==> src/rtl/ebc_pkg.sv <==
package ebc_pkg;

    typedef enum logic {
        ST_IDLE = 1'b0,
        ST_ACC  = 1'b1
    } acc_state_e;

    typedef enum logic [1:0] {
        BW_FULL  = 2'b00,
        BW_MID   = 2'b01,
        BW_NARROW = 2'b10,
        BW_NARROW_ALT = 2'b11
    } bus_width_e;

endpackage

==> src/rtl/ebc_area_decode.sv <==
module ebc_area_decode #(
    parameter int N_AREA = 4,
    parameter int AW = 20,
    parameter logic [N_AREA*AW-1:0] AREA_LO = '0,
    parameter logic [N_AREA*AW-1:0] AREA_HI = '0
) (
    input  logic [AW-1:0]     addr,
    output logic [N_AREA-1:0] hit
);
    logic [N_AREA-1:0] raw_hit;

    for (genvar g = 0; g < N_AREA; g++) begin : g_range
        assign raw_hit[g] = (addr >= AREA_LO[g*AW +: AW]) &&
                            (addr <= AREA_HI[g*AW +: AW]);
    end

    always_comb begin
        hit = '0;
        for (int i = N_AREA - 1; i >= 0; i--) begin
            if (raw_hit[i]) begin
                hit = '0;
                hit[i] = 1'b1;
            end
        end
    end
endmodule

==> src/rtl/ebc_wait_sel.sv <==
module ebc_wait_sel #(
    parameter int N_AREA = 4,
    parameter int WFLD_W = 2,
    localparam int CNT_W = WFLD_W + 1
) (
    input  logic [N_AREA-1:0]        hit,
    input  logic [N_AREA-1:0]        no_wait,
    input  logic [N_AREA*WFLD_W-1:0] wait_fld,
    input  logic                     force_one,
    output logic [CNT_W-1:0]         waits
);
    always_comb begin
        waits = '0;
        for (int i = 0; i < N_AREA; i++) begin
            if (hit[i]) begin
                if (force_one)
                    waits = CNT_W'(1);
                else if (no_wait[i])
                    waits = '0;
                else
                    waits = {1'b0, wait_fld[i*WFLD_W +: WFLD_W]} + CNT_W'(1);
            end
        end
    end
endmodule

==> src/rtl/ebc_pin_mux.sv <==
module ebc_pin_mux #(
    parameter int N_AREA = 4,
    parameter int HI_W = 8,
    parameter int MID_W = 4
) (
    input  logic [N_AREA-1:0]  cs_en,
    input  logic [N_AREA-1:0]  cs_n,
    input  logic [N_AREA-1:0]  port_cs,
    input  logic [HI_W-1:0]    addr_hi,
    input  logic [HI_W-1:0]    port_hi,
    input  ebc_pkg::bus_width_e bw,
    output logic [N_AREA-1:0]  cs_pin,
    output logic [HI_W-1:0]    addr_pin
);
    import ebc_pkg::*;

    for (genvar c = 0; c < N_AREA; c++) begin : g_cs
        assign cs_pin[c] = cs_en[c] ? cs_n[c] : port_cs[c];
    end

    for (genvar b = 0; b < HI_W; b++) begin : g_ahi
        logic is_addr;
        if (b < MID_W) begin : g_low
            assign is_addr = (bw == BW_FULL) || (bw == BW_MID);
        end else begin : g_up
            assign is_addr = (bw == BW_FULL);
        end
        assign addr_pin[b] = is_addr ? addr_hi[b] : port_hi[b];
    end
endmodule

==> src/rtl/ext_bus_cs_ctrl.sv <==
module ext_bus_cs_ctrl #(
    parameter int N_AREA = 4,
    parameter int AW = 20,
    parameter int HI_LSB = 12,
    parameter int MID_MSB = 15,
    parameter int WFLD_W = 2,
    parameter logic [N_AREA*AW-1:0] AREA_LO =
        {20'hE0000, 20'hC0000, 20'h80000, 20'h40000},
    parameter logic [N_AREA*AW-1:0] AREA_HI =
        {20'hEFFFF, 20'hDFFFF, 20'hBFFFF, 20'h7FFFF},
    localparam int CTRL_W = 2 * N_AREA,
    localparam int CNT_W = WFLD_W + 1,
    localparam int HI_W = AW - HI_LSB,
    localparam int MID_W = MID_MSB + 1 - HI_LSB
) (
    input  logic                     clk,
    input  logic                     rst_n,
    input  logic                     cfg_we,
    input  logic [CTRL_W-1:0]        cfg_wdata,
    output logic [CTRL_W-1:0]        cfg_rdata,
    input  logic [N_AREA*WFLD_W-1:0] wait_fld,
    input  logic                     force_one_wait,
    input  logic [1:0]               width_sel,
    input  logic                     byte_mode,
    input  logic                     acc_req,
    input  logic [AW-1:0]            acc_addr,
    input  logic [N_AREA-1:0]        port_cs,
    input  logic [HI_W-1:0]          port_hi,
    output logic                     busy,
    output logic                     acc_done,
    output logic [N_AREA-1:0]        cs_n,
    output logic [N_AREA-1:0]        cs_pin,
    output logic [HI_W-1:0]          addr_hi_pin,
    output logic                     bus16
);
    import ebc_pkg::*;

    localparam logic [CTRL_W-1:0] CTRL_RST = CTRL_W'(1);

    typedef struct packed {
        acc_state_e          st;
        logic [CTRL_W-1:0]   ctrl;
        logic [N_AREA-1:0]   sel;
        logic [CNT_W-1:0]    cnt;
        logic                done;
        logic [HI_W-1:0]     ahi;
    } regs_t;

    regs_t r_d, r_q;
    logic [N_AREA-1:0] hit;
    logic [CNT_W-1:0]  waits;

    ebc_area_decode #(
        .N_AREA(N_AREA), .AW(AW), .AREA_LO(AREA_LO), .AREA_HI(AREA_HI)
    ) u_dec (
        .addr(acc_addr),
        .hit (hit)
    );

    ebc_wait_sel #(
        .N_AREA(N_AREA), .WFLD_W(WFLD_W)
    ) u_wait (
        .hit      (hit),
        .no_wait  (r_q.ctrl[CTRL_W-1:N_AREA]),
        .wait_fld (wait_fld),
        .force_one(force_one_wait),
        .waits    (waits)
    );

    always_comb begin
        r_d = r_q;
        r_d.done = 1'b0;
        case (r_q.st)
            ST_IDLE: begin
                if (acc_req) begin
                    r_d.st  = ST_ACC;
                    r_d.ahi = acc_addr[AW-1:HI_LSB];
                    r_d.sel = hit & r_q.ctrl[N_AREA-1:0];
                    r_d.cnt = waits;
                end
            end
            default: begin
                if (r_q.cnt == '0) begin
                    r_d.st   = ST_IDLE;
                    r_d.done = 1'b1;
                    r_d.sel  = '0;
                end else begin
                    r_d.cnt = r_q.cnt - CNT_W'(1);
                end
            end
        endcase
        if (cfg_we)
            r_d.ctrl = cfg_wdata;
    end

    always_ff @(posedge clk or negedge rst_n) begin
        if (!rst_n) begin
            r_q <= '{st: ST_IDLE, ctrl: CTRL_RST, sel: '0, cnt: '0,
                     done: 1'b0, ahi: '0};
        end else begin
            r_q <= r_d;
        end
    end

    assign cfg_rdata = r_q.ctrl;
    assign busy      = (r_q.st == ST_ACC);
    assign acc_done  = r_q.done;
    assign cs_n      = ~r_q.sel;
    assign bus16     = ~byte_mode;

    ebc_pin_mux #(
        .N_AREA(N_AREA), .HI_W(HI_W), .MID_W(MID_W)
    ) u_mux (
        .cs_en   (r_q.ctrl[N_AREA-1:0]),
        .cs_n    (cs_n),
        .port_cs (port_cs),
        .addr_hi (r_q.ahi),
        .port_hi (port_hi),
        .bw      (bus_width_e'(width_sel)),
        .cs_pin  (cs_pin),
        .addr_pin(addr_hi_pin)
    );

    a_r4_single_select: assert property (@(posedge clk) disable iff (!rst_n)
        $onehot0(~cs_n));

    a_r4_select_held: assert property (@(posedge clk) disable iff (!rst_n)
        (busy && r_q.cnt != '0) |=> (busy && $stable(cs_n)));

    a_r8_done_single: assert property (@(posedge clk) disable iff (!rst_n)
        acc_done |=> !acc_done);

    a_r8_done_releases: assert property (@(posedge clk) disable iff (!rst_n)
        acc_done |-> (&cs_n && !busy));

    a_r9_busy_ignores_req: assert property (@(posedge clk) disable iff (!rst_n)
        (busy && r_q.cnt != '0 && acc_req) |=> $stable(r_q.ahi));

    a_r7_force_one: assert property (@(posedge clk) disable iff (!rst_n)
        (!busy && acc_req && force_one_wait && (|hit)) |=> (r_q.cnt == CNT_W'(1)));

endmodule

==> config.mk <==
export PLATFORM = sky130hd
export DESIGN_NAME = ext_bus_cs_ctrl
export DESIGN_NICKNAME = d
export VERILOG_FILES = /design/src/rtl/ebc_pkg.sv /design/src/rtl/ebc_area_decode.sv /design/src/rtl/ebc_wait_sel.sv /design/src/rtl/ebc_pin_mux.sv /design/src/rtl/ext_bus_cs_ctrl.sv
export SDC_FILE = /design/constraint.sdc
export NUM_CORES = 1
export LEC_CHECK = 0
export BUFFER_PORTS_ARGS = -buffer_cell sky130_fd_sc_hd__buf_4
export CAP_MARGIN = 15
export CORE_MARGIN = 5
export CORE_UTILIZATION = 47
export DETAILED_ROUTE_END_ITERATION = 12
export PLACE_DENSITY = 0.84
export SETUP_SLACK_MARGIN = 0.2
export SLEW_MARGIN = 20
export SYNTH_ARGS = -nofsm -noshare
export SYNTH_HDL_FRONTEND = slang
export SYNTH_SLANG_ARGS = --single-unit
==> constraint.sdc <==
create_clock -name clk -period 2.2 [get_ports clk]
set_input_delay 0.44 -clock clk [delete_from_list [all_inputs] [get_ports clk]]
set_output_delay 0.44 -clock clk [all_outputs]
set_load 0.05 [all_outputs]
After elaboration in Yosys (flattened, before gate mapping)
Cells that the tools add are included.
- word-level logic and storage cells: 74
- register bits after elaboration: 25
- output and inout port bits: 27
- add/sub/neg operators: 5
- bitwise gates (word level): 4
- magnitude comparators: 8
- mux-type cells: 37
- equality and inequality tests: 3
- reduce and logical (&&, ||, !) cells: 11
- operators with widths (kind ; count):
    20-bit >= comparator (second input constant) ; 3
    20-bit less-or-equal comparator (second input constant) ; 3
    3-bit two-way mux ; 13
    20-bit by 19-bit >= comparator with 1-bit output (second input constant) ; 1
    20-bit by 19-bit less-or-equal comparator with 1-bit output (second input constant) ; 1
    4-bit two-way mux ; 5
    1-bit two-way mux ; 17
    7-bit two-way mux ; 2
    2-bit by 1-bit adder with 3-bit output (second input constant) ; 4
    2-bit AND reduction ; 3
    4-bit AND ; 1
    1-bit logical AND ; 4
    4-bit inverter ; 1
    3-bit logical NOT ; 1
    3-bit by 1-bit subtractor with 3-bit output (second input constant) ; 1
    2-bit by 1-bit == test with 1-bit output (second input constant) ; 1
    2-bit logical NOT ; 1
    2-bit by 1-bit != test with 1-bit output (second input constant) ; 1
    2-bit != test (second input constant) ; 1
    1-bit inverter ; 2
    2-bit nonzero test ; 1
    1-bit logical OR ; 1

Logic depth before layout (Yosys ltp)
- word-level depth: 12
- mapped depth: 6

By module
Synthesis repeated with hierarchy kept, for this count alone.
- cell total of the unflattened synthesis: 134
- area, all modules: 1530.2 sq um
- modules (own cells, without submodules) (module ; cells each ; seq. area each (sq um) ; times used ; area each (sq um)):
    ext_bus_cs_ctrl ; 88 ; 626.9 ; 1 ; 1123.6
    ebc_wait_sel ; 29 ; 0.0 ; 1 ; 210.2
    ebc_pin_mux ; 13 ; 0.0 ; 1 ; 161.4
    ebc_area_decode ; 4 ; 0.0 ; 1 ; 35.0

Least setup slack after synthesis
OpenSTA, ideal clock, no wires.
- path type: input to output
- start: input port port_cs[2]
- end: output port cs_pin[2]
- buffers on the path: 0
- path slack: 531 ps
- data arrival time: 1229 ps
- stages: 2
- cells stage by stage: nor2_1 a21oi_1
- longest elaborated chain between the ends: 1
- RTL lines (item ; RTL line ; source):
    start: declaration ; ext_bus_cs_ctrl.sv:27 ; input logic [N_AREA-1:0] port_cs,
    1-bit two-way mux ; ebc_pin_mux.sv:18 ; assign cs_pin[c] = cs_en[c] ? cs_n[c] : port_cs[c];
    end: declaration ; ext_bus_cs_ctrl.sv:32 ; output logic [N_AREA-1:0] cs_pin,
Every way passes these cells.

Worst setup path in the final report
- start: register r_q, in the netlist cfg_rdata[0]
- end: output port cs_pin[0]
- longest elaborated chain between the ends: 1
- RTL lines (item ; RTL line ; source):
    start: declaration ; ext_bus_cs_ctrl.sv:49 ; regs_t r_d, r_q;
    start signal: assignment ; ext_bus_cs_ctrl.sv:98 ; r_q <= '{st: ST_IDLE, ctrl: CTRL_RST, sel: '0, cnt: '0,
    start signal: assignment ; ext_bus_cs_ctrl.sv:101 ; r_q <= r_d;
    1-bit two-way mux ; ebc_pin_mux.sv:18 ;
Every way passes these cells.

==> impl_results.md <==
- Netlist cell types: 39
- Cell Pwr Density: 936 nW/um^2
- Leakage power: 0.000969 uW
- Avg WL per Cell: 15.2 um
- Core footprint: 3050 um^2
- Global-route wire length before repair: 6.18 mm
- Hold buffers post-CTS: 0
- Most frequent cells in the layout: buf_4, dfrtp_1, inv_1, mux2_2, mux2_1
- Critical path arrival: 1.43 ns
- Syn_nets: 202
- Max rail drop VDD: 507 uV
- Sw Share: 44.0%
- Net Sw Power: 825 uW
- Failing checks: hold timing
- Drt drc: 0
- Worst hold path type: in -> async
- Pre-CTS WS: 0.346 ns
- Root Buffer Master: clkbuf_4
- Routed vias: 1,290
- Die W: 66.4 um
- Antenna diode count: 0
- Final setup viols: 0
- Worst rel slew slack: 76.7%
- Tot GR Track Use: 18.0%
- Fmax: 0.534 GHz
- Syn_area_per_cell: 10.7 um^2
- Critical Path RT: 1.76 ns
- Pint: 1050 uW
- FF+latch count, synth: 25
- Post-CTS sizing: 0
- Area Growth Syn to Fin: 34.2%
- Worst Skew: 0.00323 ns
- H-tree Lvls: 1
- Detailed Routing Iterations Pass 1: 4
- Die area: 4410 um^2
- Critical Path End Type: output port
- Total grt overflow: 0
- Number of global-route vias before repair: 1,359
- Vias per cell: 5.27
- CTS tree: yes
- CP startpoint kind: flip-flop
- Starting Density: 48.9%
- Hold Fails Final Rpt: 7
- Initial antenna violation count: 0
- Reg clk slew, reported paths: 0.13 ns
- Least-Margin Pin Slew: 0.346 ns
- Register area share after synthesis: 42.0%
- Total power draw: 1880 uW
- Synth Instances: 140
- Port buffer count: 70
- Reg power frac: 37.6%
- Clock buffer count from CTS: 3
- Fillers: 263
- Max Cap Viol: 0
- Share of cells above drive strength 1: 46.8%
- Initial DRC Count: 26
- Max-slew violation count: 0
- Clk pwr share: 10.9%
- Setup repair bufs after CTS: 0
- Fin crit share: 85.1%
- Register Area: 627 um^2
- Placer Congestion: 0.860
- CP Max Fanout: 4
- Routed wire length: 3.73 mm
- Antenna-violating nets left: 0
- Num ports: 83
- Die H: 66.4 um
- Largest net degree at the start of global routing: 26
- Final Net Count: 264
- Clk Latency, worst-skew pair: 0.32 ns
- Worst Setup Slack, final: 0.328 ns
- Outcome: finished with violations
- Clk sinks: 25
- DP HPWL: 3.00 mm
- Multi-input logic area: 722 um^2
- Synthesized area: 1490 um^2
- Worst hold slack: -0.00626 ns
- YS warnings: 0
- Most common cell after layout, fill and taps aside: buf_4
- Logic gate share of total power: 51.5%
- Critical path class: reg -> out
- Row count: 20
- Setup_tns: 0 ns
- Clk buf depth: 2
- RSZ-0062 raised after global routing: false
- Post-route minimum period: 1.87 ns
==> flip-flops by register name (all words and copies together) (netlist names) <==
name	cells
acc_done	1
cfg_rdata	8
busy	1
r_q	15
==> cells by family (layout without fill, tap and decap cells) <==
kind of cell               Yosys count  count (layout)  synth area share (%)
AOI/OAI and AO/OA                   27              27                  12.6
adders and majority gates            6               6                  5.02
buffers and inverters               26              87                  9.71
DFF                                 25              25                  42.0
muxes                               24              24                  18.0
and+or+nand+nor                     32              32                  12.6
==> area by class of cell <==
type	instances	share of cell area (%)
clock buffers	4	1.31
inverters	13	2.43
multi-input cells	89	36.0
flip-flops and latches	25	31.3
well taps	44	2.75
repair buffers	70	26.2
==> cell usage after synthesis, drive strengths merged <==
master / n / area, um^2
dfrtp: 24 / 601
nor2b: 1 / 6.26
mux2i: 1 / 10.0
o31ai: 3 / 22.5
nor2: 7 / 26.3
dfstp: 1 / 26.3
o32a: 1 / 10.0
nand3b: 2 / 18.8
nor3: 1 / 5.00
mux2: 23 / 259
clkbuf: 1 / 3.75
o21a: 1 / 8.76
o21bai: 2 / 15.0
o21ai: 10 / 50.1
nor4: 1 / 6.26
o311a: 1 / 10.0
nand4b: 1 / 8.76
inv: 13 / 48.8
o22a: 1 / 8.76
buf: 12 / 92.6
nand4: 2 / 12.5
nand4bb: 1 / 11.3
o41ai: 2 / 32.5
a31oi: 1 / 6.26
ha: 6 / 75.1
nand2: 8 / 40.0
nor3b: 2 / 15.0
nand3: 4 / 20.0
nor4b: 1 / 8.76
and3b: 1 / 10.0
a21oi: 5 / 25.0
==> worst max-delay path, cell delays in order (launching register included) <==
cell	delay (ns)
dfstp_2	0.58
mux2_2	0.34
buf_4	0.19
==> stage by stage <==
step	area, um^2	cells	utilization, %	hold WS [ns]
5_1_grt	2000	245	65.7	0.00642
4_1_cts	2000	245	65.7	0.000908
6_report	2000	245	65.7	-0.00626
2_1_floorplan	1490	140	-	0.144
3_3_place_gp	1980	241	64.8	0.355
3_5_place_dp	1980	241	64.8	0.359
==> power groups by stage <==
stage               sequential, uW  clock [uW]  combinational [uW]
floorplan                      727           0                 683
global placement               703           0                 937
detailed placement             716           0                 970
CTS                            706         208                 974
global route                   724         228                1040
finish                         706         205                 966
==> routing by layer <==
| metal | wire (um) | GRT usage (%) | up-vias |
|---|---|---|---|
| li1 | - | - | 612 |
| met1 | 1440 | 20.3 | 611 |
| met2 | 1890 | 34.0 | 60 |
| met3 | 346 | 3.57 | 7 |
| met4 | 47 | 4.82 | 0 |
| met5 | 0 | 0 | - |
==> path summary, 6_finish.rpt <==
check | cells after the start | slack, ns | to | start
max | 2 | 0.33 | cs_pin[0] | cfg_rdata[0]
min | 1 | -0.006 | r_q[15] | rst_n
max reg2reg | 6 | 0.69 | r_q[9] | r_q[9]
min reg2reg | 1 | 0.51 | r_q[1] | r_q[1]
max in group asynchronous | 1 | 1.92 | cfg_rdata[0] | rst_n
min in group clk | 3 | 0.32 | cfg_rdata[3] | cfg_wdata[3]
No activity file was read; power rests on OpenSTA's default activity.
